<file path="src/rtl/oc_pwm_pkg.sv">
package oc_pwm_pkg;

    localparam int PWM_W = 16;
    localparam int PS_W  = 8;

    typedef enum logic {
        MODE_EDGE   = 1'b0,
        MODE_CENTER = 1'b1
    } pwm_mode_e;

    typedef enum logic [1:0] {
        PS_DIV1   = 2'd0,
        PS_DIV8   = 2'd1,
        PS_DIV64  = 2'd2,
        PS_DIV256 = 2'd3
    } ps_sel_e;

    typedef struct packed {
        logic [PWM_W-1:0] duty;
        logic [PWM_W-1:0] sec;
    } cmp_pair_t;

    function automatic logic [PS_W-1:0] presc_limit(input ps_sel_e sel);
        case (sel)
            PS_DIV1:  presc_limit = PS_W'(0);
            PS_DIV8:  presc_limit = PS_W'(7);
            PS_DIV64: presc_limit = PS_W'(63);
            default:  presc_limit = PS_W'(255);
        endcase
    endfunction

endpackage

</file>
<file path="src/rtl/oc_pwm_prescaler.sv">
module oc_pwm_prescaler
    import oc_pwm_pkg::*;
#(
    parameter int CW = PS_W
) (
    input  logic    clk,
    input  logic    rst,
    input  logic    tick,
    input  ps_sel_e sel,
    output logic    cnt_en
);
    logic [CW-1:0] div_q;
    logic [CW-1:0] limit;

    assign limit  = CW'(presc_limit(sel));
    assign cnt_en = tick && (div_q >= limit);

    always_ff @(posedge clk) begin
        if (rst) begin
            div_q <= '0;
        end else if (tick) begin
            div_q <= cnt_en ? '0 : div_q + 1'b1;
        end
    end

    assert_div_idle_R12: assert property (@(posedge clk) disable iff (rst)
        !tick |=> $stable(div_q));
endmodule

</file>
<file path="src/rtl/oc_pwm_shadow.sv">
module oc_pwm_shadow
    import oc_pwm_pkg::*;
(
    input  logic             clk,
    input  logic             rst,
    input  logic             wr_duty,
    input  logic             wr_sec,
    input  logic [PWM_W-1:0] wr_data,
    input  logic             load,
    output cmp_pair_t        work
);
    cmp_pair_t pend;

    always_ff @(posedge clk) begin
        if (rst) begin
            pend <= '0;
            work <= '0;
        end else begin
            if (wr_duty) pend.duty <= wr_data;
            if (wr_sec)  pend.sec  <= wr_data;
            if (load)    work      <= pend;
        end
    end

    assert_shadow_hold_R4: assert property (@(posedge clk) disable iff (rst)
        !load |=> $stable(work));
endmodule

</file>
<file path="src/rtl/oc_pwm_edge_core.sv">
module oc_pwm_edge_core
    import oc_pwm_pkg::*;
(
    input  logic             clk,
    input  logic             rst,
    input  logic             cnt_en,
    input  logic             edge_mode,
    input  cmp_pair_t        act,
    output logic [PWM_W-1:0] ecnt,
    output logic             level,
    output logic             wrap
);
    assign wrap  = edge_mode && cnt_en && (ecnt >= act.sec);
    assign level = (ecnt < act.duty);

    always_ff @(posedge clk) begin
        if (rst) begin
            ecnt <= '0;
        end else if (!edge_mode) begin
            ecnt <= '0;
        end else if (cnt_en) begin
            ecnt <= wrap ? '0 : ecnt + 1'b1;
        end
    end
endmodule

</file>
<file path="src/rtl/oc_pwm_center_core.sv">
module oc_pwm_center_core
    import oc_pwm_pkg::*;
(
    input  logic             clk,
    input  logic             rst,
    input  logic             tick,
    input  logic [PWM_W-1:0] tmr_count,
    input  logic [PWM_W-1:0] tmr_period,
    input  cmp_pair_t        act,
    output logic             level,
    output logic             wrap
);
    logic flag_q;

    assign wrap  = tick && (tmr_count == tmr_period);
    assign level = (act.sec > tmr_period) || flag_q;

    always_ff @(posedge clk) begin
        if (rst) begin
            flag_q <= 1'b0;
        end else if (tick) begin
            if (tmr_count == act.sec)       flag_q <= 1'b0;
            else if (tmr_count == act.duty) flag_q <= 1'b1;
        end
    end

    assert_fall_priority_R10: assert property (@(posedge clk) disable iff (rst)
        (tick && tmr_count == act.sec && tmr_count == act.duty) |=> !flag_q);
endmodule

</file>
<file path="src/rtl/oc_pwm_gen.sv">
module oc_pwm_gen
    import oc_pwm_pkg::*;
(
    input  logic             clk,
    input  logic             rst,
    input  logic             tick,
    input  logic [1:0]       presc_sel,
    input  logic             mode,
    input  logic             wr_duty,
    input  logic             wr_sec,
    input  logic [PWM_W-1:0] wr_data,
    input  logic [PWM_W-1:0] tmr_count,
    input  logic [PWM_W-1:0] tmr_period,
    output logic             pwm_out
);
    pwm_mode_e        mode_e;
    ps_sel_e          sel_e;
    logic             cnt_en;
    logic             load;
    cmp_pair_t        act;
    logic [PWM_W-1:0] ecnt;
    logic             e_level, e_wrap;
    logic             c_level, c_wrap;

    assign mode_e = pwm_mode_e'(mode);
    assign sel_e  = ps_sel_e'(presc_sel);

    oc_pwm_prescaler u_presc (
        .clk(clk), .rst(rst), .tick(tick), .sel(sel_e), .cnt_en(cnt_en)
    );

    oc_pwm_shadow u_shadow (
        .clk(clk), .rst(rst), .wr_duty(wr_duty), .wr_sec(wr_sec),
        .wr_data(wr_data), .load(load), .work(act)
    );

    oc_pwm_edge_core u_edge (
        .clk(clk), .rst(rst), .cnt_en(cnt_en),
        .edge_mode(mode_e == MODE_EDGE), .act(act),
        .ecnt(ecnt), .level(e_level), .wrap(e_wrap)
    );

    oc_pwm_center_core u_center (
        .clk(clk), .rst(rst), .tick(tick), .tmr_count(tmr_count),
        .tmr_period(tmr_period), .act(act), .level(c_level), .wrap(c_wrap)
    );

    assign load    = (mode_e == MODE_EDGE) ? e_wrap : c_wrap;
    assign pwm_out = (mode_e == MODE_EDGE) ? e_level : c_level;

    assert_ctr_bound_R2: assert property (@(posedge clk) disable iff (rst)
        (mode_e == MODE_EDGE) |-> (ecnt <= act.sec));
    assert_div1_every_tick_R3: assert property (@(posedge clk) disable iff (rst)
        (tick && sel_e == PS_DIV1) |-> cnt_en);
    assert_edge_zero_low_R5: assert property (@(posedge clk) disable iff (rst)
        (mode_e == MODE_EDGE && act.duty == '0) |-> !pwm_out);
    assert_edge_full_high_R6: assert property (@(posedge clk) disable iff (rst)
        (mode_e == MODE_EDGE && act.duty > act.sec) |-> pwm_out);
    assert_center_all_zero_R10: assert property (@(posedge clk) disable iff (rst)
        (mode_e == MODE_CENTER && act.duty == '0 && act.sec == '0
         && tmr_period == '0 && tmr_count == '0) |=> !pwm_out);
endmodule

</file>
<file path="config.mk">
export PLATFORM = sky130hd
export DESIGN_NAME = oc_pwm_gen
export DESIGN_NICKNAME = d
export VERILOG_FILES = /design/src/rtl/oc_pwm_pkg.sv /design/src/rtl/oc_pwm_prescaler.sv /design/src/rtl/oc_pwm_shadow.sv /design/src/rtl/oc_pwm_edge_core.sv /design/src/rtl/oc_pwm_center_core.sv /design/src/rtl/oc_pwm_gen.sv
export SDC_FILE = /design/constraint.sdc
export NUM_CORES = 1
export LEC_CHECK = 0
export ABC_AREA = 0
export ABC_CLOCK_PERIOD_IN_PS = 6800
export BUFFER_PORTS_ARGS = -buffer_cell sky130_fd_sc_hd__buf_2
export CORE_ASPECT_RATIO = 0.8
export CORE_MARGIN = 2
export CORE_UTILIZATION = 45
export CTS_BUF_LIST = sky130_fd_sc_hd__clkbuf_8
export CTS_CLUSTER_SIZE = 12
export DETAILED_ROUTE_END_ITERATION = 8
export PLACE_DENSITY_LB_ADDON = 0.12
export SKIP_LAST_GASP = 1
export SLEW_MARGIN = 5
export SYNTH_ARGS = -nofsm -noshare
export SYNTH_HDL_FRONTEND = slang
export SYNTH_HIERARCHICAL = 1
export SYNTH_SLANG_ARGS = --single-unit
</file>
<file path="constraint.sdc">
create_clock -name clk -period 6.8 [get_ports clk]
set_clock_uncertainty 0.1 [all_clocks]
set_input_delay 1.36 -clock clk [delete_from_list [all_inputs] [get_ports clk]]
set_output_delay 1.36 -clock clk [all_outputs]
set_load 0.005 [all_outputs]
</file>
==> results of run 1 <==
-- flip-flops by register name (all words and copies together) (netlist names) --
signal and count:
u_center/flag_q 1, u_edge/ecnt 16, u_presc/div_q 8, u_shadow/pend 32, u_shadow/work 32
-- worst register-to-register path, cell delays in order (launching register included) --
cell	delay [ps]
dfxtp_1	360
ha_1	330
o211ai_1	100
a21oi_1	640
or2_1	290
inv_1	140
a31oi_2	180
and2_1	160
mux2_2	840
mux2i_1	300
nor2_1	70
-- cell families after synthesis --
group,share of synthesized area [%]
simple gates,16.9
flops,32.9
mux,12.4
xor+xnor,11.0
buf+inv,7.48
fa+ha+maj,12.0
compound gates,7.32
-- metal layers --
metal	global-route usage (%)	vias up	wire length, um
met5	0	-	0
met4	6.26	0	140
met3	4.24	8	784
met2	34.7	103	5820
met1	30.4	1921	6530
li1	-	2124	-
-- cell type report --
type                       instances  area (sq um)
sequential                        89          1780
multi-input combinational        420          3230
tap                              148           185
fill                            1126          5750
inverter                          54           203
clock inverter                     7          76.3
clock buffer                       9           124
timing repair buffer              58           295
-- power groups by stage --
stage	logic, mW	registers [mW]	clock network [mW]
2_1_floorplan	0.0661	0.551	0
3_3_place_gp	0.100	0.554	0
3_5_place_dp	0.102	0.554	0
4_1_cts	0.103	0.542	0.393
5_1_grt	0.114	0.543	0.414
6_report	0.103	0.542	0.383
-- placed cells by master, fill, tap and decap left out, types with 3 or more instances in the layout --
master     count
xnor2_1       57
dfxtp_1       89
nand2_1       15
inv_1         55
xor2_1        11
mux2i_1       65
clkbuf_8       9
nor2_1        76
nor3_1        11
nand3_1       11
o211ai_1       3
and4_1         4
a21o_1         8
a2111oi_0      3
inv_6          3
buf_2         56
nand4_1       24
nor3_2        10
nor4_1        12
o21ai_0       11
ha_1          52
a21oi_1       15
nand2b_1       4
and2_1         3
-- final timing paths --
path / to / slack, ps / cells past startpoint
worst min-delay path: u_shadow/pend[15] / 400 / 2
worst max register to register: u_shadow/work[5] / 3140 / 10
worst min register to register: u_shadow/pend[15] / 400 / 2
worst max-delay path: pwm_out / 2100 / 9
-- per-stage QoR --
stage / utilization, % / cells / worst slack [ps] / area, sq um / hold WS, ps
global placement: 48.9 / 769 / 2100 / 5700 / 375
global route: 50.6 / 785 / 2040 / 5900 / 433
detailed placement: 48.9 / 769 / 1960 / 5700 / 383
CTS: 50.6 / 785 / 2130 / 5900 / 408
floorplan: - / 584 / 2620 / 5420 / 360
finish: 50.6 / 785 / 2100 / 5900 / 401
==> results.py, run 1 <==
metrics = {
    "outcome": {
        "outcome": "complete, no violations",
    },
    "placed_design": {
        "io_buffers": 56,
        "dp_hpwl_mm": 10.1,
        "gp_congestion": 0.970,
    },
    "critical_path": {
        "arrival_ps": 3240,
        "cp_max_fo": 2,
        "path_class": "primary input to output pin",
        "worst-path-buf-inv": 3,
        "slowest_delay_ps": 540,
        "cp-startpoint": "tmr_period[13]",
        "crit_chain": "buf_2, inv_1, ha_1, a21o_1, a21o_1, a2111oi_0, a22oi_1, mux2_2, buf_2",
        "worstPathRequired_ps": 5340,
        "start_kind": "primary input",
        "crit-reg2reg-launch": "u_presc/div_q[6]",
        "endpoint_kind": "output pin",
        "cpLargestDelayFamily": "compound AO/OA/AOI/OAI gates",
        "crit_slowest_cell": "a2111oi_0",
    },
    "route": {
        "drt-initial-drc-count": 242,
        "via_per_inst": 5.29,
        "drc": 0,
        "routedWlPerCell_um": 16.9,
        "wirelength_mm": 13.3,
        "vias": 4156,
        "first_pass_iters": 4,
        "ant_nets": 0,
    },
    "pwr": {
        "p_comb_share_pct": 10.1,
        "vdd_ir_drop_max_v": 0.0000984,
        "p_int_uw": 752,
        "power.net_switching_uw": 277,
        "power.density_nw_per_um2": 174,
        "seqPwrFrac_pct": 52.7,
        "total_power_mw": 1.03,
        "power.leakage_nw": 2.36,
        "swShare_pct": 26.9,
        "p_clk_share_pct": 37.3,
    },
    "global_routing": {
        "antenna_found_initial": 0,
        "grt_overflow_total": 0,
        "track_usage_pct": 21.8,
        "grt_pass1_vias": 4231,
        "grt_max_degree": 75,
        "grt_pass1_wl_mm": 21.9,
    },
    "timing": {
        "min_period_ps": 4700,
        "drv_slew": 0,
        "setup-violations-final": 0,
        "maxSlewHeadroom_pct": 31.7,
        "tightestPinTransition_ps": 1020,
        "hold_violations": 0,
        "rsz0062_at_grt": "false",
        "fmax_mhz": 213,
        "tns_ps": 0,
        "period_share_pct": 69.2,
    },
    "synth": {
        "synth_area_leaders": "dfxtp_1 (33%), ha_1 (12%), mux2i_1 (12%)",
        "synth-edff-count": 0,
        "syn_area_sq_um": 5420,
        "async_flop_share_pct": 0,
        "yosysTopAreaCellShare_pct": 32.9,
        "ys_ff_latch": 89,
        "yosysWarnings": 6,
        "synth.yosys.seq_area_share_pct": 32.9,
        "synthFlopType": "dfxtp_1",
        "syn_inst": 584,
        "yosysTopAreaCell": "dfxtp_1",
        "syn_avg_cell_area_sq_um": 9.28,
        "synth_common_cells": "dfxtp_1 (89), nor2_1 (76), mux2i_1 (65)",
        "syn-num-nets": 692,
        "synth.distinct_cells": 48,
        "yosysMostFrequentCell": "dfxtp_1",
    },
    "floorplan": {
        "dieArea_sq_um": 12900,
        "die_h_um": 102,
        "io_pins": 57,
        "rows": 35,
        "initial_core_util_pct": 46.5,
        "die_x_um": 127,
        "core_area_sq_um": 11600,
    },
    "layout": {
        "drive_above_1_share_pct": 14.4,
        "insertedDiodeCount": 0,
        "area_delta_synth_final_pct": 8.82,
        "nets": 740,
    },
    "flow_run": {
        "drv_cap": 0,
    },
    "clock_network": {
        "hold_buffers": 0,
        "cts_sinks": 89,
        "cts_buffers": 9,
        "cts_tree": "yes",
        "clkTransAtPathRegs_ps": 90,
        "cts.repair.resized": 0,
        "cts.htree.levels": 3,
        "post_cts_buffers": 0,
        "cts_root_buf": "clkbuf_8",
        "clockBufferDepth": 2,
        "insertion_delay_ps": 370,
    },
    "hold_path": {
        "min_from": "u_shadow/pend[15]",
        "hp-class": "flip-flop to flip-flop",
    },
}
Note: power is estimated with default switching activity, not from simulation.
==> run 2: changes to the inputs <==
--- a/config.mk
+++ b/config.mk
@@ -6,7 +6,7 @@
 export NUM_CORES = 1
 export LEC_CHECK = 0
 export ABC_AREA = 0
-export ABC_CLOCK_PERIOD_IN_PS = 6800
+export ABC_CLOCK_PERIOD_IN_PS = 4400
 export BUFFER_PORTS_ARGS = -buffer_cell sky130_fd_sc_hd__buf_2
 export CORE_ASPECT_RATIO = 0.8
 export CORE_MARGIN = 2
==> constraint.sdc (replaced) <==
create_clock -name clk -period 4.4 [get_ports clk]
set_clock_uncertainty 0.1 [all_clocks]
set_input_delay 0.88 -clock clk [delete_from_list [all_inputs] [get_ports clk]]
set_output_delay 0.88 -clock clk [all_outputs]
set_load 0.005 [all_outputs]
==> run 2 against run 1 <==
  * Clock power up 55%
  * Hold slack worse by 6.8 ps
  * Power up 55%
  * Combinational power up 57%
  * Largest cell class unchanged
  * Utilization up 0.33 points
  * Critical endpoint unchanged
==> results.py, run 2 (synthesized netlist as in run 1, its figures left out) <==
metrics = {
    "outcome": {
        "outcome": "complete, no violations",
    },
    "critical_path": {
        "path_class": "primary input to output pin",
        "arrival_ps": 2880,
        "start_kind": "primary input",
        "worstPathRequired_ps": 3420,
        "cp_max_fo": 2,
        "endpoint_kind": "output pin",
    },
    "layout": {
        "nets": 743,
        "reg_top3": "u_shadow/pend (32), u_shadow/work (32), u_edge/ecnt (16)",
        "nFillCells": 1076,
        "regArea_sq_um": 1780,
        "final_cell_mix": "dfxtp_1 (89), nor2_1 (76), mux2i_1 (65), xnor2_1 (57), buf_2 (56)",
        "area_delta_synth_final_pct": 9.53,
        "multi_input_area_sq_um": 3230,
        "drive_above_1_share_pct": 14.8,
        "final_common_cell": "dfxtp_1",
        "fin_util_pct": 51.0,
        "insertedDiodeCount": 0,
        "final_area_sq_um": 5940,
    },
    "route": {
        "ant_nets": 0,
        "wirelength_mm": 13.4,
        "drt-initial-drc-count": 296,
        "routedWlPerCell_um": 17.0,
        "vias": 4236,
        "via_per_inst": 5.38,
        "drc": 0,
        "first_pass_iters": 5,
    },
    "floorplan": {
        "initial_core_util_pct": 46.5,
        "core_area_sq_um": 11600,
        "die_h_um": 102,
        "rows": 35,
        "io_pins": 57,
        "dieArea_sq_um": 12900,
        "die_x_um": 127,
    },
    "global_routing": {
        "grt_max_degree": 74,
        "grt_pass1_wl_mm": 21.7,
        "antenna_found_initial": 0,
        "track_usage_pct": 21.5,
        "grt_pass1_vias": 4160,
        "grt_overflow_total": 0,
    },
    "clock_network": {
        "cts.repair.resized": 0,
        "hold_buffers": 0,
        "cts.htree.levels": 3,
        "cts_tree": "yes",
        "cts_sinks": 89,
        "clkTransAtPathRegs_ps": 90,
        "cts_buffers": 9,
        "post_cts_buffers": 0,
        "insertion_delay_ps": 370,
        "clockBufferDepth": 2,
        "cts_root_buf": "clkbuf_8",
    },
    "flow_run": {
        "drv_cap": 0,
    },
    "timing": {
        "hold_violations": 0,
        "maxSlewHeadroom_pct": 50.5,
        "setup-violations-final": 0,
        "tightestPinTransition_ps": 742,
        "rsz0062_at_grt": "false",
        "tns_ps": 0,
        "fmax_mhz": 259,
        "period_share_pct": 87.8,
        "min_period_ps": 3860,
        "drv_slew": 0,
    },
    "pwr": {
        "vdd_ir_drop_max_v": 0.000137,
        "total_power_mw": 1.59,
        "power.density_nw_per_um2": 268,
        "power.leakage_nw": 2.37,
    },
    "hold_path": {
        "hp-class": "flip-flop to flip-flop",
    },
    "placed_design": {
        "dp_hpwl_mm": 10.1,
        "io_buffers": 56,
        "dpl_cell_area_sq_um": 5730,
        "gp_congestion": 0.900,
    },
}
## run 2: metrics by stage
stage	std cells	setup WS [ps]	hold WS, ps
5_1_grt	788	399	428
3_3_place_gp	772	575	374
6_report	788	536	395
2_1_floorplan	584	1150	360
3_5_place_dp	772	608	382
4_1_cts	788	590	392
## run 2: final timing paths
kind / startpoint / end / slack [ps] / cells after the start
hold reg to reg: u_shadow/pend[20] / u_shadow/work[20] / 390 / 2
setup / recovery: tmr_period[13] / pwm_out / 540 / 9
setup reg to reg: u_shadow/work[15] / u_shadow/work[19] / 1380 / 11
hold / removal: u_shadow/pend[20] / u_shadow/work[20] / 390 / 2
## run 2: where the power goes
| part | internal [mW] | total, mW | leakage (nW) | switching [mW] |
|---|---|---|---|---|
| clock network | 0.279 | 0.594 | 0.100 | 0.314 |
| registers | 0.825 | 0.836 | 0.724 | 0.0118 |
| logic | 0.0696 | 0.162 | 1.55 | 0.0919 |
| total | 1.17 | 1.59 | 2.37 | 0.418 |
## run 2: cell type report
cell class / instances / share of cell area [%]
sequential: 89 / 30.0
tap: 148 / 3.12
clock buffer: 10 / 2.32
clock inverter: 6 / 1.12
timing repair buffer: 61 / 5.56
inverter: 54 / 3.41
multi-input combinational: 420 / 54.5
## run 2: per-layer routing
metal	GRT usage [%]	share of wire [%]	vias to the layer above
met4	4.82	1.0	0
met1	29.9	51	1991
met2	35.8	44	103
li1	-	-	2129
met5	0	0	-
met3	3.40	4.6	13
## run 2: worst max-delay path, stage by stage
cell and delay [ps]:
buf_2 100, inv_1 40, ha_1 300, a21o_1 160
a21o_1 170, a2111oi_0 650, a22oi_1 140, mux2_2 310
buf_2 130
